**config.mk**
```make
export PLATFORM = sky130hd
export DESIGN_NAME = wdog_timer
export DESIGN_NICKNAME = d
export VERILOG_FILES = /design/src/rtl/wdog_pkg.sv /design/src/rtl/wdog_datapath.sv /design/src/rtl/wdog_rstgen.sv /design/src/rtl/wdog_ctrl.sv /design/src/rtl/wdog_timer.sv
export SDC_FILE = /design/constraint.sdc
export NUM_CORES = 1
export LEC_CHECK = 0
export BUFFER_PORTS_ARGS = -buffer_cell sky130_fd_sc_hd__clkbuf_2
export CORE_MARGIN = 8
export CORE_UTILIZATION = 54
export CTS_CLUSTER_DIAMETER = 200
export DETAILED_ROUTE_END_ITERATION = 7
export PLACE_DENSITY_LB_ADDON = 0.08
export SYNTH_ARGS = -nofsm -noshare
export SYNTH_HDL_FRONTEND = slang
export SYNTH_SLANG_ARGS = --single-unit
```
**constraint.sdc**
```tcl
create_clock -name clk -period 5.9 [get_ports clk]
set_clock_uncertainty 0.1 [all_clocks]
set_input_delay 0.59 -clock clk [delete_from_list [all_inputs] [get_ports clk]]
set_output_delay 0.59 -clock clk [all_outputs]
set_load 0.02 [all_outputs]
```
**src/rtl/wdog_pkg.sv**
```systemverilog
package wdog_pkg;

  // Word index of each register (byte offset >> 2)
  localparam logic [1:0] REG_STATUS    = 2'd0;
  localparam logic [1:0] REG_CONTROL   = 2'd1;
  localparam logic [1:0] REG_PERIOD_LO = 2'd2;
  localparam logic [1:0] REG_PERIOD_HI = 2'd3;

  // Bit positions software relies on
  localparam int CTRL_RUN_BIT    = 2;
  localparam int STAT_TIMEOUT_BIT = 0;
  localparam int STAT_RUN_BIT     = 1;

  // Strobes from control to datapath
  typedef struct packed {
    logic kick;   // reload counter with the load value
    logic run;    // counter is allowed to decrement
  } dpStrobe_t;

endpackage

```
**src/rtl/wdog_datapath.sv**
```systemverilog
module wdog_datapath
  import wdog_pkg::*;
#(
  parameter int              DATA_W     = 32,
  parameter logic [DATA_W-1:0] LOAD_VALUE = '1
) (
  input  logic              clk,
  input  logic              rstN,
  input  dpStrobe_t         strobe,
  output logic [DATA_W-1:0] count,
  output logic              wrap
);

  localparam logic [DATA_W-1:0] ONE = {{(DATA_W-1){1'b0}}, 1'b1};

  logic atZero;

  assign atZero = (count == '0);
  // Expiry only while running, and a kick in the same cycle suppresses it
  assign wrap   = strobe.run && atZero && !strobe.kick;

  always_ff @(posedge clk or negedge rstN) begin
    if (!rstN) begin
      count <= LOAD_VALUE;
    end else if (strobe.kick || wrap) begin
      count <= LOAD_VALUE;
    end else if (strobe.run) begin
      count <= count - ONE;
    end
  end

endmodule

```
**src/rtl/wdog_rstgen.sv**
```systemverilog
module wdog_rstgen #(
  parameter int PULSE_LEN = 1
) (
  input  logic clk,
  input  logic rstN,
  input  logic trigger,
  output logic pulse
);

  generate
    if (PULSE_LEN <= 1) begin : g_single
      logic pulseQ;
      always_ff @(posedge clk or negedge rstN) begin
        if (!rstN) pulseQ <= 1'b0;
        else       pulseQ <= trigger;
      end
      assign pulse = pulseQ;
    end else begin : g_multi
      localparam int PW = $clog2(PULSE_LEN + 1);
      localparam logic [PW-1:0] LEN = PW'(PULSE_LEN);
      localparam logic [PW-1:0] ONE = PW'(1);
      logic [PW-1:0] remaining;
      always_ff @(posedge clk or negedge rstN) begin
        if (!rstN) begin
          remaining <= '0;
        end else if (trigger) begin
          remaining <= LEN;
        end else if (remaining != '0) begin
          remaining <= remaining - ONE;
        end
      end
      assign pulse = (remaining != '0);
    end
  endgenerate

endmodule

```
**src/rtl/wdog_ctrl.sv**
```systemverilog
module wdog_ctrl
  import wdog_pkg::*;
#(
  parameter int              DATA_W     = 32,
  parameter int              ADDR_W     = 5,
  parameter logic [DATA_W-1:0] LOAD_VALUE = '1
) (
  input  logic              clk,
  input  logic              rstN,
  input  logic              busSel,
  input  logic              busWrite,
  input  logic [ADDR_W-1:0] busAddr,
  input  logic [DATA_W-1:0] busWdata,
  output logic [DATA_W-1:0] busRdata,
  input  logic              wrap,
  output dpStrobe_t         strobe,
  output logic              running,
  output logic              timeoutFlag
);

  localparam int HALF_W = DATA_W / 2;

  logic       wrEn;
  logic       mapped;
  logic [1:0] regIdx;
  logic       startReq;
  logic       clearReq;

  assign wrEn   = busSel && busWrite;
  assign mapped = ((busAddr >> 4) == '0);
  assign regIdx = busAddr[3:2];

  assign startReq = wrEn && mapped && (regIdx == REG_CONTROL) && busWdata[CTRL_RUN_BIT];
  assign clearReq = wrEn && mapped && (regIdx == REG_STATUS);

  assign strobe.kick = wrEn && mapped && (regIdx == REG_PERIOD_LO);
  assign strobe.run  = running;

  // Run flag is sticky: only reset clears it
  always_ff @(posedge clk or negedge rstN) begin
    if (!rstN)         running <= 1'b0;
    else if (startReq) running <= 1'b1;
  end

  // Timeout flag: expiry sets, status write clears, set wins
  always_ff @(posedge clk or negedge rstN) begin
    if (!rstN)         timeoutFlag <= 1'b0;
    else if (wrap)     timeoutFlag <= 1'b1;
    else if (clearReq) timeoutFlag <= 1'b0;
  end

  always_comb begin
    busRdata = '0;
    if (mapped) begin
      unique case (regIdx)
        REG_STATUS: begin
          busRdata[STAT_TIMEOUT_BIT] = timeoutFlag;
          busRdata[STAT_RUN_BIT]     = running;
        end
        REG_CONTROL:   busRdata[CTRL_RUN_BIT] = running;
        REG_PERIOD_LO: busRdata[HALF_W-1:0]   = LOAD_VALUE[HALF_W-1:0];
        REG_PERIOD_HI: busRdata[HALF_W-1:0]   = LOAD_VALUE[DATA_W-1:HALF_W];
        default:       busRdata = '0;
      endcase
    end
  end

endmodule

```
**src/rtl/wdog_timer.sv**
```systemverilog
module wdog_timer
  import wdog_pkg::*;
#(
  parameter int              DATA_W     = 32,
  parameter int              ADDR_W     = 5,
  parameter logic [DATA_W-1:0] LOAD_VALUE = 32'd49_999_999,
  parameter int              PULSE_LEN  = 1
) (
  input  logic              clk,
  input  logic              rstN,
  input  logic              busSel,
  input  logic              busWrite,
  input  logic [ADDR_W-1:0] busAddr,
  input  logic [DATA_W-1:0] busWdata,
  output logic [DATA_W-1:0] busRdata,
  output logic              sysReset
);

  dpStrobe_t         strobe;
  logic [DATA_W-1:0] dpCount;
  logic              wrap;
  logic              running;
  logic              timeoutFlag;
  logic              kickSeen;

  assign kickSeen = strobe.kick;

  wdog_ctrl #(
    .DATA_W(DATA_W), .ADDR_W(ADDR_W), .LOAD_VALUE(LOAD_VALUE)
  ) u_ctrl (
    .clk(clk), .rstN(rstN),
    .busSel(busSel), .busWrite(busWrite), .busAddr(busAddr),
    .busWdata(busWdata), .busRdata(busRdata),
    .wrap(wrap), .strobe(strobe),
    .running(running), .timeoutFlag(timeoutFlag)
  );

  wdog_datapath #(
    .DATA_W(DATA_W), .LOAD_VALUE(LOAD_VALUE)
  ) u_dp (
    .clk(clk), .rstN(rstN), .strobe(strobe),
    .count(dpCount), .wrap(wrap)
  );

  wdog_rstgen #(
    .PULSE_LEN(PULSE_LEN)
  ) u_rst (
    .clk(clk), .rstN(rstN), .trigger(wrap), .pulse(sysReset)
  );

endmodule

```
==> impl_metrics.ini <==
[worst_setup_path]
worst_r2r_startpoint = u_dp.count[8]$_DFFE_PN0P_
critPathMaxFanout = 6
worst_r2r_endpoint = u_dp.count[18]$_DFFE_PN0P_
crit_type = flip-flop to flip-flop
r2r_slack_ns = 3.30
end_kind = flip-flop
critPathLaunchType = flip-flop
worstPathArrival_ns = 2.67
cp.required_ns = 5.97
reg2reg_depth = 5

[placed_design]
hpwl_mm = 2.88
io_buffers = 21
gp_congestion = 0.724

[die]
fp.dieH_um = 79.1
fp.dieW_um = 79.1
core_area_um2 = 3910
num_rows = 23
start_util = 0.549
ios = 74
die_area_um2 = 6250

[synthesis]
synth_warnings = 0
synthMuxAreaShare = 0.00466
syn_area_per_cell_um2 = 9.38
synth_cell_types = 41
synthSimpleGateAreaFrac = 0.278
synthXorXnorAreaFrac = 0.0938
synth-seq-cells = 35
synth_edf_count = 0
synth_ff_type = dfstp_2
yosysSeqAreaShare = 0.418
syn_area_um2 = 2150
synthArstFlopShare = 1.00
synth_top_family_by_area = simple AND/OR/NAND/NOR gates
synth-adder-area-share = 0.0408
synthCells = 229
synth-compound-area-share = 0.0524

[clock_network]
clock-sinks = 35
cts_tree = done
cts_hold_buffers = 0
htreeDepth = 2
root_buffer = clkbuf_8
cts_resized = 0
cts_setup_buffers = 0
cts_made_buffers = 5
insertion_delay_ns = 0.29
clkTransAtPathRegs_ns = 0.08
clock_path_buffers = 2

[power_and_ir_drop]
p_leak_uw = 0.000958
total_power_uw = 688
peakVddDrop_v = 0.000150
p_per_area_nw_per_um2 = 300

[detailed_routing]
drt_pass1_iterations = 4
vias_per_cell = 5.12
wl_mm = 4.00
vias = 1506
drt_iter0_drc = 90
postRouteAntennaNets = 0
drc = 0
wl_per_cell_um = 13.6

[run_status]
outcome = finished clean

[timing]
setup_viol = 0
rsz0062_at_grt = false
fin_crit_ns = 2.60
drv_slew = 0
worst_slew_pin_slew_ns = 0.990
slew_headroom = 0.334
min_period_over_period = 0.442
max_freq_ghz = 0.384
finalSetupTns_ns = 0
finalHoldViolations = 0

[finish]
final_common_cell = nand2_1
syn2layout_area_growth_pct = 6.76
final_cell_mix = nand2_1 (31), nor2_1 (23), clkbuf_2 (21)
nets = 291
n_antenna_cell = 0
post-route-util = 0.586
drive_gt1_frac = 0.234

[flow_run]
maxCapViolCount = 0

[grt]
grt_pass1_vias = 1525
grt_max_degree = 36
grt_pass1_wl_mm = 6.92
grt_use_total = 0.136
antenna_found_initial = 0
grt-ovfl-total = 0

[min_path]
hold_path.class = primary input to asynchronous set/reset pin
worst max-delay path, stage by stage, from the launching register on:
cell and delay [ns]:
dfrtp_1 0.41, or4_1 0.68, nor4_1 0.89, nand3_1 0.19
xor2_1 0.17, nor2_1 0.05
worst max-delay path by stage:
| stage | startpoint | endpoint | slack [ns] | cells past startpoint |
|---|---|---|---|---|
| 6_report | u_dp.count[8]$_DFFE_PN0P_ | u_dp.count[18]$_DFFE_PN0P_ | 3.30 | 5 |
| 5_1_grt | u_dp.count[8]$_DFFE_PN0P_ | u_dp.count[18]$_DFFE_PN0P_ | 3.13 | 5 |
| 4_1_cts | u_dp.count[8]$_DFFE_PN0P_ | u_dp.count[18]$_DFFE_PN0P_ | 3.29 | 5 |
| 3_5_place_dp | u_dp.count[8]$_DFFE_PN0P_ | u_dp.count[18]$_DFFE_PN0P_ | 3.31 | 5 |
| 3_3_place_gp | u_dp.count[8]$_DFFE_PN0P_ | u_dp.count[18]$_DFFE_PN0P_ | 3.32 | 5 |
| 2_1_floorplan | u_dp.count[24]$_DFFE_PN0P_ | u_dp.count[31]$_DFFE_PN0P_ | 3.64 | 4 |
through the flow:
stage          hold WS (ns)  instance area, µm²  setup slack [ns]  cells
2_1_floorplan         0.194                2220              3.64    247
3_3_place_gp          0.366                2160              3.32    286
3_5_place_dp          0.374                2160              3.31    286
4_1_cts               0.333                2290              3.29    294
5_1_grt               0.362                2290              3.13    294
6_report              0.299                2290              3.30    294
layer usage:
layer | global-route usage | vias to the layer above | part of all wire
li1 | - | 768 | -
met5 | 0 | - | 0
met1 | 0.165 | 703 | 0.46
met2 | 0.229 | 30 | 0.49
met3 | 0.0429 | 5 | 0.043
met4 | 0.0333 | 0 | 0.011
layout make-up:
| cell class | count | area (µm²) |
|---|---|---|
| well taps | 50 | 62.6 |
| fillers | 365 | 1620 |
| repair buffers | 21 | 105 |
| clock buffers | 6 | 72.6 |
| clock inverters | 2 | 60.1 |
| flip-flops and latches | 35 | 898 |
| inverters | 4 | 15.0 |
| multi-input cells | 176 | 1080 |
state kept, by name (all words and copies together), names as in the netlist:
signal and count:
u_dp.count 32, u_ctrl.running 1, u_rst.pulse 1, u_ctrl.timeoutFlag 1
cell usage after synthesis (2+ instances only):
cell | instances | area share
nand2_1 | 31 | 0.054
buf_4 | 26 | 0.091
nor2_1 | 23 | 0.040
dfstp_2 | 18 | 0.22
dfrtp_1 | 17 | 0.20
xor2_1 | 14 | 0.057
xnor2_1 | 9 | 0.037
a21oi_1 | 8 | 0.019
ha_1 | 7 | 0.041
nor4_1 | 7 | 0.020
or4_1 | 7 | 0.024
nand4_1 | 5 | 0.015
nor3_1 | 5 | 0.012
o21ai_0 | 5 | 0.012
buf_2 | 4 | 0.0093
inv_1 | 4 | 0.0070
nand3_1 | 4 | 0.0093
or3_1 | 4 | 0.012
or2_2 | 3 | 0.0087
a21o_1 | 2 | 0.0070
clkbuf_1 | 2 | 0.0035
nand3b_1 | 2 | 0.0070
nand4b_1 | 2 | 0.0082
nor2b_1 | 2 | 0.0058
nor3b_1 | 2 | 0.0070
where the power goes:
| part | internal, µW | leakage (µW) | total (µW) | switching (µW) |
|---|---|---|---|---|
| logic | 45.0 | 0.000482 | 108 | 62.8 |
| registers | 287 | 0.000411 | 324 | 37.4 |
| clock network | 169 | 0.0000654 | 256 | 86.9 |
| total | 501 | 0.000958 | 688 | 187 |
cell families (layout without fill, tap and decap cells):
family	Yosys count	in the layout
buf+inv	36	33
compound gates	19	19
mux	1	1
flops	35	35
other cells	1	19
simple gates	107	107
fa+ha+maj	7	7
xor+xnor	23	23
(Power assumes the default switching activity.)
